==> src/rtl/beam_pkg.sv <==
package beam_pkg;
  localparam int REG_W   = 16;
  localparam int LANE_W  = 8;
  localparam int LANES   = REG_W / LANE_W;
  localparam int VFULL_W = 9;
  localparam int HFLD_W  = 8;

  typedef logic [REG_W-1:0]   word_t;
  typedef logic [VFULL_W-1:0] vfull_t;
  typedef logic [HFLD_W-1:0]  hfld_t;

  function automatic word_t pack_upper(input vfull_t v);
    word_t w;
    w    = '0;
    w[0] = v[VFULL_W-1];
    return w;
  endfunction

  function automatic word_t pack_lower(input vfull_t v, input hfld_t h);
    return {v[HFLD_W-1:0], h};
  endfunction
endpackage

==> src/rtl/beam_hcnt.sv <==
module beam_hcnt #(
  parameter int H_TOTAL = 227,
  parameter int H_W     = 8
) (
  input  logic           clk,
  input  logic           rst_n,
  output logic [H_W-1:0] hcnt,
  output logic           line_start
);
  localparam logic [H_W-1:0] H_LAST = H_W'(H_TOTAL - 1);

  logic end_of_line;
  assign end_of_line = (hcnt == H_LAST);

  always_ff @(posedge clk) begin
    if (!rst_n) begin
      hcnt       <= '0;
      line_start <= 1'b0;
    end else begin
      hcnt       <= end_of_line ? '0 : hcnt + 1'b1;
      line_start <= end_of_line;
    end
  end
endmodule

==> src/rtl/beam_vcnt.sv <==
module beam_vcnt #(
  parameter int V_TOTAL = 312,
  parameter int V_W     = 9
) (
  input  logic           clk,
  input  logic           rst_n,
  input  logic           step,
  output logic [V_W-1:0] vcnt,
  output logic           frame_start
);
  localparam logic [V_W-1:0] V_LAST = V_W'(V_TOTAL - 1);

  logic at_last;
  assign at_last = (vcnt == V_LAST);

  always_ff @(posedge clk) begin
    if (!rst_n) begin
      vcnt        <= '0;
      frame_start <= 1'b0;
    end else begin
      if (step) vcnt <= at_last ? '0 : vcnt + 1'b1;
      frame_start <= step && at_last;
    end
  end
endmodule

==> src/rtl/beam_regfile.sv <==
module beam_regfile
  import beam_pkg::*;
#(
  parameter int ADDR_W      = 7,
  parameter int UPPER_WADDR = 2,
  parameter int LOWER_WADDR = 3,
  parameter int H_W         = 8,
  parameter int V_W         = 9
) (
  input  logic [ADDR_W-1:0] bus_addr,
  input  logic              bus_rd,
  input  logic              bus_wr,
  input  logic [LANES-1:0]  bus_be,
  input  logic [H_W-1:0]    hcnt,
  input  logic [V_W-1:0]    vcnt,
  output word_t             bus_rdata
);
  vfull_t v_ext;
  hfld_t  h_ext;
  word_t  sel_word;
  logic   rd_ok;

  assign v_ext = VFULL_W'(vcnt);
  assign h_ext = HFLD_W'(hcnt);
  assign rd_ok = bus_rd && !bus_wr;

  always_comb begin
    sel_word = '0;
    if (rd_ok) begin
      if (bus_addr == ADDR_W'(UPPER_WADDR))      sel_word = pack_upper(v_ext);
      else if (bus_addr == ADDR_W'(LOWER_WADDR)) sel_word = pack_lower(v_ext, h_ext);
    end
  end

  for (genvar g = 0; g < LANES; g++) begin : g_lane
    assign bus_rdata[g*LANE_W +: LANE_W] = bus_be[g] ? sel_word[g*LANE_W +: LANE_W] : '0;
  end
endmodule

==> src/rtl/beam_pos_top.sv <==
module beam_pos_top
  import beam_pkg::*;
#(
  parameter int H_TOTAL     = 227,
  parameter int V_TOTAL     = 312,
  parameter int ADDR_W      = 7,
  parameter int UPPER_WADDR = 2,
  parameter int LOWER_WADDR = 3
) (
  input  logic              clk,
  input  logic              rst_n,
  input  logic [ADDR_W-1:0] bus_addr,
  input  logic              bus_rd,
  input  logic              bus_wr,
  input  logic [1:0]        bus_be,
  output logic [15:0]       bus_rdata,
  output logic              line_start,
  output logic              frame_start
);
  localparam int H_W = $clog2(H_TOTAL);
  localparam int V_W = $clog2(V_TOTAL);

  logic [H_W-1:0] hcnt;
  logic [V_W-1:0] vcnt;

  beam_hcnt #(.H_TOTAL(H_TOTAL), .H_W(H_W)) u_h (
    .clk(clk), .rst_n(rst_n), .hcnt(hcnt), .line_start(line_start)
  );

  beam_vcnt #(.V_TOTAL(V_TOTAL), .V_W(V_W)) u_v (
    .clk(clk), .rst_n(rst_n), .step(line_start), .vcnt(vcnt), .frame_start(frame_start)
  );

  beam_regfile #(
    .ADDR_W(ADDR_W), .UPPER_WADDR(UPPER_WADDR), .LOWER_WADDR(LOWER_WADDR),
    .H_W(H_W), .V_W(V_W)
  ) u_regs (
    .bus_addr(bus_addr), .bus_rd(bus_rd), .bus_wr(bus_wr), .bus_be(bus_be),
    .hcnt(hcnt), .vcnt(vcnt), .bus_rdata(bus_rdata)
  );
endmodule

==> config.mk <==
export PLATFORM = sky130hd
export DESIGN_NAME = beam_pos_top
export DESIGN_NICKNAME = d
export VERILOG_FILES = /design/src/rtl/beam_pkg.sv /design/src/rtl/beam_hcnt.sv /design/src/rtl/beam_vcnt.sv /design/src/rtl/beam_regfile.sv /design/src/rtl/beam_pos_top.sv
export SDC_FILE = /design/constraint.sdc
export NUM_CORES = 1
export LEC_CHECK = 0
export BUFFER_PORTS_ARGS = -buffer_cell sky130_fd_sc_hd__buf_2
export CORE_UTILIZATION = 49
export CTS_CLUSTER_DIAMETER = 30
export DETAILED_ROUTE_END_ITERATION = 12
export PLACE_DENSITY_LB_ADDON = 0.3
export SYNTH_ARGS = -nofsm -noshare
export SYNTH_HDL_FRONTEND = slang
export SYNTH_SLANG_ARGS = --single-unit
==> constraint.sdc <==
create_clock -name clk -period 2.05 [get_ports clk]
set_clock_uncertainty 0.1 [all_clocks]
set_input_delay 0.205 -clock clk [delete_from_list [all_inputs] [get_ports clk]]
set_output_delay 0.205 -clock clk [all_outputs]
set_load 0.03 [all_outputs]
==> Word level (Yosys, flattened, before mapping) <==
Index checks and enable logic that the tools add are counted.
{ "word_totals": {"inputBits": 13, "out_inout_bits": 18, "register_bits": 19} }
{ "classes": {"addsub": 2, "n_bitwise": 1, "n_reduce_logical": 4, "muxes": 6, "n_eq_ne": 4} }
{ "op_table": {"columns": ["operator", "count"], "rows": [
  ["$mux W16", 3],
  ["$mux W8", 2],
  ["$eq A7 B2 Y1 const B", 2],
  ["$add A9 B1 Y9 const B", 1],
  ["$eq A9 B9 Y1 const B", 1],
  ["$mux W9", 1],
  ["$add A8 B1 Y8 const B", 1],
  ["$eq A8 B8 Y1 const B", 1],
  ["$logic_and A1 B1 Y1", 2],
  ["$reduce_or A2 Y1", 1],
  ["$logic_not A1 Y1", 1],
  ["$not A1 Y1", 1]
]} }

==> Longest topological paths before layout <==
Gate-level depths: netlist (run 1).
{ "depth": {"word_depth": 5, "ltp_mapped": 5, "depth_no_buf": 5} }

==> By module <==
Synthesis (run 1) repeated with hierarchy kept, for this count alone.
{ "unflattened": {"hier_cells": 131, "hier_area_um2": 1144.8} }
{ "by_module_without_submodules": {"columns": ["module", "seq_area_each_um2", "area_each_um2", "cells_each", "n_inst"], "rows": [
  ["beam_vcnt", 200.2, 449.2, 49, 1],
  ["beam_hcnt", 180.2, 371.6, 39, 1],
  ["beam_regfile", 0.0, 324.1, 43, 1]
]} }

==> Worst setup path before layout (run 1) <==
OpenSTA, ideal clock, no wires.
{ "synth_timing": {"kind": "input-to-output", "from": "input bus_addr[4]", "to": "output bus_rdata[10]", "path_buffers": 0, "t_arrival_ps": 1368, "cell_stages": 3, "slack_ps": 377, "cell_sequence": "nor4b_1 nand4_1 nor2_1"} }
{ "synth_between": {"elab_chain_len": 5, "elab_cells_between_ends": 6, "classes_between": "eq/ne: 2; mux: 4"} }
{ "synth_lines": {"columns": ["item", "line", "rtl"], "rows": [
  ["start: declaration", "beam_pos_top.sv:12", "input logic [ADDR_W-1:0] bus_addr,"],
  ["$eq A7 B2 Y1", "beam_regfile.sv:31", "else if (bus_addr == ADDR_W'(LOWER_WADDR)) sel_word = pack_lower(v_ext, h_ext);"],
  ["$mux W16", "beam_regfile.sv:31", null],
  ["$mux W16 *", "beam_regfile.sv:30", "if (bus_addr == ADDR_W'(UPPER_WADDR)) sel_word = pack_upper(v_ext);"],
  ["$mux W16 *", "beam_regfile.sv:29", "if (rd_ok) begin"],
  ["$mux W8 *", "beam_regfile.sv:36", "assign bus_rdata[g*LANE_W +: LANE_W] = bus_be[g] ? sel_word[g*LANE_W +: LANE_W] : '0;"],
  ["end: declaration", "beam_pos_top.sv:16", "output logic [15:0] bus_rdata,"]
]} }
Mark *: on every way between the ends. The rest lies on a longest branch, timed or not.

==> Worst setup path in the final report (run 1) <==
{ "layout_timing": {"from": "input bus_addr[4]", "to": "output bus_rdata[6]"} }
The elaborated chain is that of the path after synthesis.

==> metrics.txt, run 1 <==
CTS max path bufs 2; 1st-pass router iterations 4; gp weighted congestion 0.817; max incr delay on CP approximately 0.49 ns; clk sink count 19; Peak VDD IR 313 uV; max-cap violation count 0; Layout Cells excl Fill 188; Clock transition at path regs 0.11 ns; clock buffer count from CTS 3; most frequent cells in the layout buf_2, nor2_1, dfxtp_1, inv_1, nand4_1; vias in the first global route between 700 and 800; commonest non-fill, non-tap cell in the layout buf_2; CTS Hold Bufs 0; Worst path slowest cell nor4b_1; Mapped Nets 143; worst-path fanout max 7; CTS H-tree lvls 1; clock tree from TritonCTS done; Seq cells post-synth 19; fin area 1250 um^2; Required @ worst endpoint 1.75 ns; PD cells approximately 500 nW/um^2; Layout Nets ~180; ys async rst share 0%; cell mode on critical path buf_2; final worst path period share between 90% and 100%; critical path class primary input to output pin; initial antenna violation count 0; RSZ-0062 raised after global routing no; predominant post-synthesis flop cell dfxtp_1; register area 380 um^2; crit-path cells buf_2 -> nor4b_1 -> nand4_1 -> nor2_1 -> buf_2; Post-Route WL 2140 um; Hold Vio Cnt, Final 0; layout cells sized above 1 26.1%; yosys warns 0; placed standard-cell area 1200 um^2; CTS root buffer clkbuf_4; setup TNS 0 ns; I/O Pins 31; worst hold path class primary input to flip-flop; Die Y roughly 48 um; diode count 0; Via Count 993; IO Port Bufs 30; Critical Path End Type output pin; Rows 16; final-layout fill cell count 188; fin crit period 1.88 ns; worst path buffer plus inverter count 2; CP top delay family simple AND/OR/NAND/NOR gates; max-slew violation count 0; max_slew headroom 66.2%; Worst Path Arrival 1.58 ns; maximum clock frequency 531 MHz; core box area 1960 um^2; die width between 40 and 50 um; outcome completed; total power 0.619 mW; Post-synth EDFFs 0; Post-Syn Instances 127; post-synthesis sequential area ratio 37.3%; Worst setup SP type primary input; Worst Tran Pin Value 0.500 ns; post-route DRC violation count 0; global-route wire length before repair 3040 um; Pleak slightly below 0.5 nW; Mean Syn Cell Area 8.04 um^2; Antenna Nets Post-Route 0; initial drt markers 28; DR WL/cell 11.4 um; largest net degree at the start of global routing 13; GRT Residual Overflow 0; multi-input combinational cell area 576 um^2; starting density of the core 52.0%; worst skew pair latency about 0.29 ns; Total Routing Usage GR 18.5%; placed insts roughly 180; Area growth, synth to finish 22.1%; vias per cell 5.28; Yosys cell types 34; final setup vio count 0; detailed placer's ending HPWL 1640 um; die area 2270 um^2; Mapped Area about 1000 um^2
-- synthesized netlist by cell type, types with 2 or more instances --
| library cell | count | area (um^2) |
|---|---|---|
| and4_1 | 2 | 17.5 |
| nor4b_1 | 2 | 17.5 |
| nor2_1 | 24 | 90.1 |
| nand3b_1 | 2 | 15.0 |
| nor4_1 | 2 | 12.5 |
| dfxtp_1 | 19 | 380 |
| nand3_1 | 6 | 30.0 |
| a41o_1 | 2 | 20.0 |
| clkbuf_1 | 2 | 7.51 |
| or3_1 | 2 | 12.5 |
| inv_1 | 17 | 63.8 |
| xnor2_1 | 6 | 52.6 |
| o21ai_0 | 4 | 20.0 |
| o31ai_1 | 2 | 15.0 |
| a21oi_1 | 3 | 15.0 |
| nand2_1 | 6 | 22.5 |
| ha_1 | 3 | 37.5 |
| nand4_1 | 7 | 43.8 |
-- tightest hold or removal path, delay by kind of cell --
family | cells | cell delay [ns]
AOI/OAI and AO/OA | 1 | 0.06
buffers and inverters | 1 | 0.17
and+or+nand+nor | 1 | 0.08
-- timing repair --
action                                  4_1_cts  5_1_grt
resized for setup                             0        1
endpoints found under the setup margin        0        8
buffers inserted                              0        1
-- final cells by class --
class | count | share of cell area [%]
multi-input combinational | 89 | 46.2
sequential | 19 | 30.5
timing repair buffer | 32 | 13.3
inverter | 17 | 5.12
tap | 27 | 2.71
clock buffer | 3 | 1.81
clock inverter | 1 | 0.402
-- state kept, by name, indices dropped and copies added (netlist names) --
register,flops
u_h.hcnt,8
u_v.vcnt,9
u_v.frame_start,1
u_h.line_start,1
-- through the flow --
| stage | setup slack [ns] | hold WS (ns) | util, % |
|---|---|---|---|
| 2_1_floorplan | 0.377 | 0.289 | - |
| 3_3_place_gp | 0.258 | 0.371 | 61.4 |
| 3_5_place_dp | 0.0912 | 0.379 | 61.4 |
| 4_1_cts | 0.0841 | 0.153 | 62.8 |
| 5_1_grt | 0.0130 | 0.180 | 63.5 |
| 6_report | 0.166 | 0.155 | 63.5 |
-- power by group --
part	internal (mW)	total (mW)	switching, mW	leakage, nW
Combinational	0.0221	0.0441	0.0220	0.320
Clock	0.0724	0.189	0.116	0.0177
Sequential	0.376	0.386	0.00985	0.154
Total	0.471	0.619	0.148	0.491
-- kinds of logic (layout without fill, tap and decap cells) --
family                     count (synthesis)  after routing  synth area share [%]
AOI/OAI and AO/OA                         16             16                  10.7
xor gates and xnor gates                   6              6                  5.15
adders and majority gates                  3              3                  3.68
buffers and inverters                     19             53                  6.99
DFF                                       19             19                  37.3
muxes                                      2              2                  2.08
and+or+nand+nor                           62             62                  34.2
-- final timing paths --
kind	slack, ns	depth (start not counted)	endpoint	from
worst min register to register	0.40	1	u_h.hcnt[0]$_SDFF_PP0_	u_h.hcnt[0]$_SDFF_PP0_
worst max register to register	0.42	4	u_v.vcnt[8]$_SDFFE_PN0P_	u_v.vcnt[0]$_SDFFE_PN0P_
worst max-delay path	0.17	5	bus_rdata[6]	bus_addr[4]
worst min-delay path	0.16	3	u_h.hcnt[5]$_SDFF_PP0_	rst_n
-- routing by layer --
metal / wire length (um) / share of wire, % / GRT usage, %
met5: 0 / 0 / 0
met4: 12 / 0.56 / 5.00
met2: 967 / 45 / 29.0
met1: 1070 / 50 / 26.1
met3: 89 / 4.2 / 3.40
Note: power is estimated with default switching activity, not from simulation.
==> inputs of run 2 (changes only) <==
ABC_AREA = 1   (was unset)
CORE_UTILIZATION = 50   (was 49)
==> metrics.txt, run 2 <==
Post-synth EDFFs 0 (unchanged); initial antenna violation count 0 (unchanged); global-route wire length before repair 3860 um (was 3040 um); Pleak 0.598 nW (was 0.491 nW); worst hold path class primary input to flip-flop (unchanged); initial drt markers 18 (was 28); IO Port Bufs 30 (unchanged); Yosys cell types 22 (was 34); Required @ worst endpoint 1.75 ns (about the same); Synth top cells by count nand2_1, nor2_1, inv_1 (was nor2_1, dfxtp_1, inv_1); diode count 0 (unchanged); critical path class flip-flop to output pin (was primary input to output pin); die area 2380 um^2 (was 2270 um^2); Rows 16 (unchanged); Top Registers u_v.vcnt: 9 flops, u_h.hcnt: 8 flops (unchanged); clock buffer count from CTS 3 (unchanged); RSZ-0062 raised after global routing no (unchanged); yosys warns 0 (unchanged); Worst Tran Pin Value 0.328 ns (was 0.500 ns); Peak VDD IR 412 uV (was 313 uV); die width 48.8 um (was 47.6 um); fin crit period 1.56 ns (was 1.88 ns); Post-Syn Instances 163 (was 127); maximum clock frequency 642 MHz (was 531 MHz); most frequent cell after synthesis nand2_1 (was nor2_1); max_slew headroom 78.1% (was 66.2%); cts repair resizes 0 (unchanged); ys async rst share 0% (unchanged); Seq cells post-synth 19 (unchanged); PD cells 472 nW/um^2 (was 496 nW/um^2); Via Count 1,096 (was 993); cell taking the most area after synthesis dfxtp_1 (unchanged); fin util 64.9% (was 63.5%); worst-path fanout max 6 (was 7); Mean Syn Cell Area 6.71 um^2 (was 8.04 um^2); layout cells sized above 1 21.4% (was 26.1%); CTS H-tree lvls 1 (unchanged); 1st-pass router iterations 4 (unchanged); multi-input combinational cell area 622 um^2 (was 576 um^2); register name with the most flops u_v.vcnt (unchanged); Critical Path End Type output pin (unchanged); final setup vio count 0 (unchanged); post-synth top area share 34.8% (was 37.3%); Synth area leaders dfxtp_1, nand2_1, nor2_1, inv_1, nand4_1 (was dfxtp_1, nor2_1, inv_1, xnor2_1, nand4_1); Clock transition at path regs 0.10 ns (was 0.11 ns); setup TNS 0 ns (unchanged); max-slew violation count 0 (unchanged); placed standard-cell area 1270 um^2 (was 1200 um^2); Total Routing Usage GR 20.6% (was 18.5%); most frequent cells in the layout nand2_1, nor2_1, buf_2, inv_1, dfxtp_1 (was buf_2, nor2_1, dfxtp_1, inv_1, nand4_1); fin area 1300 um^2 (was 1250 um^2); detailed placer's ending HPWL 1900 um (was 1640 um); register area 380 um^2 (unchanged); clock tree from TritonCTS done (unchanged); crit-path cells inv_1 -> nor3_1 -> buf_2 (was buf_2 -> nor4b_1 -> nand4_1 -> nor2_1 -> buf_2); Antenna Nets Post-Route 0 (unchanged); final-layout fill cell count 183 (was 188); post-synthesis sequential area ratio 34.8% (was 37.3%); Mapped Nets 179 (was 143); Post-Route WL 2320 um (was 2140 um); starting density of the core 54.6% (was 52.0%); max incr delay on CP 0.45 ns (was 0.49 ns); Hold Vio Cnt, Final 0 (unchanged); setup bufs post-CTS 0 (unchanged); post-route DRC violation count 0 (unchanged); outcome completed (unchanged); Worst setup SP type flip-flop (was primary input); worst path buffer plus inverter count 2 (unchanged); Worst Path Arrival 1.25 ns (was 1.58 ns); CTS Hold Bufs 0 (unchanged); vias per cell 4.91 (was 5.28); Final Hold Slack 0.125 ns (was 0.155 ns); Layout Nets 213 (was 178); predominant post-synthesis flop cell dfxtp_1 (unchanged); gp weighted congestion 0.868 (was 0.817); vias in the first global route 976 (was 758); Area growth, synth to finish 18.8% (was 22.1%); core box area 2000 um^2 (was 1960 um^2); max-cap violation count 0 (unchanged); CTS max path bufs 2 (unchanged); I/O Pins 31 (unchanged); DR WL/cell 10.4 um (was 11.4 um); Die Y 48.8 um (was 47.6 um); commonest non-fill, non-tap cell in the layout nand2_1 (was buf_2); GRT Residual Overflow 0 (unchanged); CTS root buffer clkbuf_4 (unchanged); Largest register FFs 9 (unchanged); worst skew pair latency 0.29 ns (about the same); clk sink count 19 (unchanged); Mapped Area 1090 um^2 (was 1020 um^2); Worst path slowest cell dfxtp_1 (was nor4b_1); largest net degree at the start of global routing 11 (was 13); CP top delay family flip-flops (was simple AND/OR/NAND/NOR gates); final worst path period share 76.0% (was 91.9%)
-- run 2: logic make-up (layout without fill, tap and decap cells) --
group	Yosys count	count (layout)	share of synthesized area, %
compound gates	2	2	1.37
xor+xnor	7	7	5.61
fa+ha+maj	3	3	3.43
buf+inv	24	57	8.35
flops	19	19	34.8
mux	1	1	0.915
simple gates	107	107	45.5
-- run 2: per-layer routing --
layer | track usage [%] | wire length (um)
met5 | 0 | 0
met4 | 5.88 | 29
met3 | 2.83 | 70
met2 | 42.8 | 1250
met1 | 20.4 | 965
-- run 2: layout make-up --
type / instances / area share [%]
multi-input combinational: 120 / 47.9
sequential: 19 / 29.3
timing repair buffer: 30 / 11.6
inverter: 23 / 6.65
tap: 27 / 2.60
clock buffer: 4 / 2.02
-- run 2: path summary, 6_finish.rpt --
kind	start	end	slack, ns	cells past startpoint
setup reg to reg	u_v.vcnt[0]$_SDFFE_PN0P_	u_v.vcnt[3]$_SDFFE_PN0P_	0.68	5
hold / removal	rst_n	u_v.vcnt[2]$_SDFFE_PN0P_	0.13	3
setup / recovery	u_v.vcnt[3]$_SDFFE_PN0P_	bus_rdata[11]	0.49	3
hold reg to reg	u_h.hcnt[0]$_SDFF_PP0_	u_h.hcnt[0]$_SDFF_PP0_	0.39	1
-- run 2: metrics by stage --
| stage | worst slack (ns) | total power [mW] | std cells |
|---|---|---|---|
| global route | 0.380 | 0.646 | 223 |
| CTS | 0.504 | 0.620 | 223 |
| global placement | 0.575 | 0.433 | 219 |
| finish | 0.492 | 0.612 | 223 |
| floorplan | 0.448 | 0.413 | 163 |
| detailed placement | 0.506 | 0.436 | 219 |
-- run 2: worst register-to-register path, stage by stage (launching register included) --
cell and delay, ns:
dfxtp_1 0.40, ha_1 0.22, nand3_1 0.08, nand3b_1 0.18, nand2_1 0.21, nor2_1 0.07
-- run 2: power breakdown --
| group | switching (mW) | total, mW | leakage (nW) | internal [mW] |
|---|---|---|---|---|
| logic | 0.0282 | 0.0476 | 0.429 | 0.0194 |
| clock network | 0.109 | 0.185 | 0.0150 | 0.0757 |
| registers | 0.00582 | 0.380 | 0.154 | 0.374 |
==> inputs of run 3 (changes only) <==
ABC_AREA = 0   (was 1)
CORE_UTILIZATION = 45   (was 50)
clock period = 1.29 ns   (was 2.05 ns; I/O delays follow)
==> metrics.txt, run 3 (same netlist as run 1, synthesis figures left out) <==
fin area 1880 um^2 (was 1300 um^2); worst-path fanout max 4 (was 6); Post-Route WL 4300 um (was 2320 um); worst hold path class primary input to flip-flop (unchanged); WL met2 2210 um (was 1250 um); critical path class flip-flop to flip-flop (was flip-flop to output pin); GRT Residual Overflow 0 (unchanged); initial drt markers 59 (was 18); IO Port Bufs 30 (unchanged); final-layout fill cell count 79 (was 183); pre-CTS WS -0.158 ns (was 0.506 ns); Layout Nets 203 (was 213); failing checks negative setup slack; PD cells 607 nW/um^2 (was 472 nW/um^2); fin crit period 1.60 ns; vias per cell 6.08 (was 4.91); Area growth, synth to finish 83.8% (was 18.8%); hold path cells 3 (unchanged); CP top delay family simple AND/OR/NAND/NOR gates (was flip-flops); die area 2460 um^2 (was 2380 um^2); gp weighted congestion 0.851 (was 0.868); max_slew headroom 75.4% (was 78.1%); post-route DRC violation count 0 (unchanged); setup TNS -5.53 ns (was 0 ns); max-cap violation count 0 (unchanged); 1st-pass router iterations 6 (was 4); CTS max path bufs 2 (unchanged); Antenna Nets Post-Route 0 (unchanged); diode count 0 (unchanged); Worst setup SP type flip-flop (unchanged); layout cells sized above 1 62.9% (was 21.4%); DR top layer met4 (unchanged); Total Routing Usage GR 29.6% (was 20.6%); placed standard-cell area 1440 um^2 (was 1270 um^2); initial antenna violation count 0 (unchanged); global-route wire length before repair 5550 um (was 3860 um); register name with the most flops u_v.vcnt (unchanged); final setup vio count 32 (was 0); worst skew pair latency 0.32 ns (was 0.29 ns); Worst Path Arrival 1.71 ns (was 1.25 ns); starting density of the core 50.0% (was 54.6%); fin util 91.9% (was 64.9%); clock buffer count from CTS 3 (unchanged); Clock transition at path regs 0.14 ns (was 0.10 ns); worst path buffer plus inverter count 3 (was 2); Worst Tran Pin Value 0.368 ns (was 0.328 ns); maximum clock frequency 625 MHz; Via Count 1,294 (was 1,096); RSZ-0062 raised after global routing yes (was no); most frequent cells in the layout buf_6, buf_4, inv_1, nor2_4, dfxtp_2 (was nand2_1, nor2_1, buf_2, inv_1, dfxtp_1); total power 1.14 mW (was 0.612 mW); clk sink count 19 (unchanged); core box area 2040 um^2 (was 2000 um^2); R2R depth 7 (was 5); Required @ worst endpoint 1.41 ns (was 1.75 ns); final worst path period share 124%; Peak VDD IR 609 uV (was 412 uV); max incr delay on CP 0.36 ns (was 0.45 ns); Largest register FFs 9 (unchanged); detailed placer's ending HPWL 2120 um (was 1900 um); Rows 16 (unchanged); fin worst setup slack -0.309 ns (was 0.492 ns); clock tree from TritonCTS done (unchanged); CTS root buffer clkbuf_4 (unchanged); I/O Pins 31 (unchanged); crit-path cells buf_6 -> inv_4 -> ha_4 -> nor4b_4 -> buf_4 -> and3_4 -> o31ai_2 (was inv_1 -> nor3_1 -> buf_2); die width 49.6 um (was 48.8 um); WL met3 255 um (was 70 um); outcome complete, but fails checks (was completed); DR WL/cell 20.2 um (was 10.4 um); Top Registers u_v.vcnt: 9 flops, u_h.hcnt: 8 flops (unchanged); Die Y 49.6 um (was 48.8 um); Worst path slowest cell dfxtp_2 (was dfxtp_1); max-slew violation count 0 (unchanged); commonest non-fill, non-tap cell in the layout buf_6 (was nand2_1); met1 wire length 1580 um (was 965 um); Levels on crit path 7 (was 3); Pleak 0.670 nW (was 0.598 nW); Hold Vio Cnt, Final 0 (unchanged); Critical Path End Type flip-flop (was output pin); vias in the first global route 1,237 (was 976); largest net degree at the start of global routing 13 (was 11); CTS H-tree lvls 1 (unchanged)
## run 3: cell types whose count changed in the layout (fill, tap and decap cells not counted), sizes merged, moves of 3 or more
| cell | delta |
|---|---|
| o21ai | +4 |
| xor2 | -4 |
| inv | -6 |
| nor2 | -13 |
| nor3 | -9 |
| a21oi | +3 |
| nand2 | -36 |
| buf | +26 |
| or3 | +3 |
| nor4b | +3 |
| xnor2 | +3 |
## run 3: report_power, final
group | switching, mW | leakage (nW) | internal, mW
logic | 0.0834 | 0.492 | 0.0898
registers | 0.0179 | 0.160 | 0.597
clock network | 0.235 | 0.0177 | 0.116
## run 3: final cells by class
type                    instances  area [um^2]  share of cell area (%)
multi-input cells              89          841                    44.8
clock buffers                   3         22.5                    1.20
clock inverters                 1         5.00                   0.267
well taps                      27         33.8                    1.80
flip-flops and latches         19          402                    21.4
inverters                      17         66.3                    3.53
repair buffers                 57          507                    27.0
## run 3: worst paths after layout
kind | start | endpoint | slack, ns
setup / recovery | u_h.hcnt[0]$_SDFF_PP0_ | u_h.hcnt[5]$_SDFF_PP0_ | -0.31
hold / removal | rst_n | u_h.hcnt[5]$_SDFF_PP0_ | 0.13
setup reg to reg | u_h.hcnt[0]$_SDFF_PP0_ | u_h.hcnt[5]$_SDFF_PP0_ | -0.31
hold reg to reg | u_v.vcnt[7]$_SDFFE_PN0P_ | u_v.vcnt[7]$_SDFFE_PN0P_ | 0.47
## run 3: metal layers
layer	GRT usage, %	up-vias
li1	-	570
met1	32.4	605
met2	54.3	90
met3	4.32	29
met4	15.2	0
met5	0	-
## run 3: through the flow
stage | hold WS (ns) | std cells
global placement | 0.382 | 204
global route | 0.123 | 213
CTS | 0.0820 | 211
finish | 0.126 | 213
detailed placement | 0.392 | 204
floorplan | 0.213 | 127
## run 3: repair_timing
action                     4_1_cts  5_1_grt
pin swaps                       19       12
hold buffers                     0        0
setup endpoints to repair       31       34
setup buffers                    3        2
gates resized for setup         77       27
## run 3: tightest hold or removal path, cell delays in order
cell and delay [ns]:
buf_2 0.19, nand2_1 0.13, o31ai_2 0.07
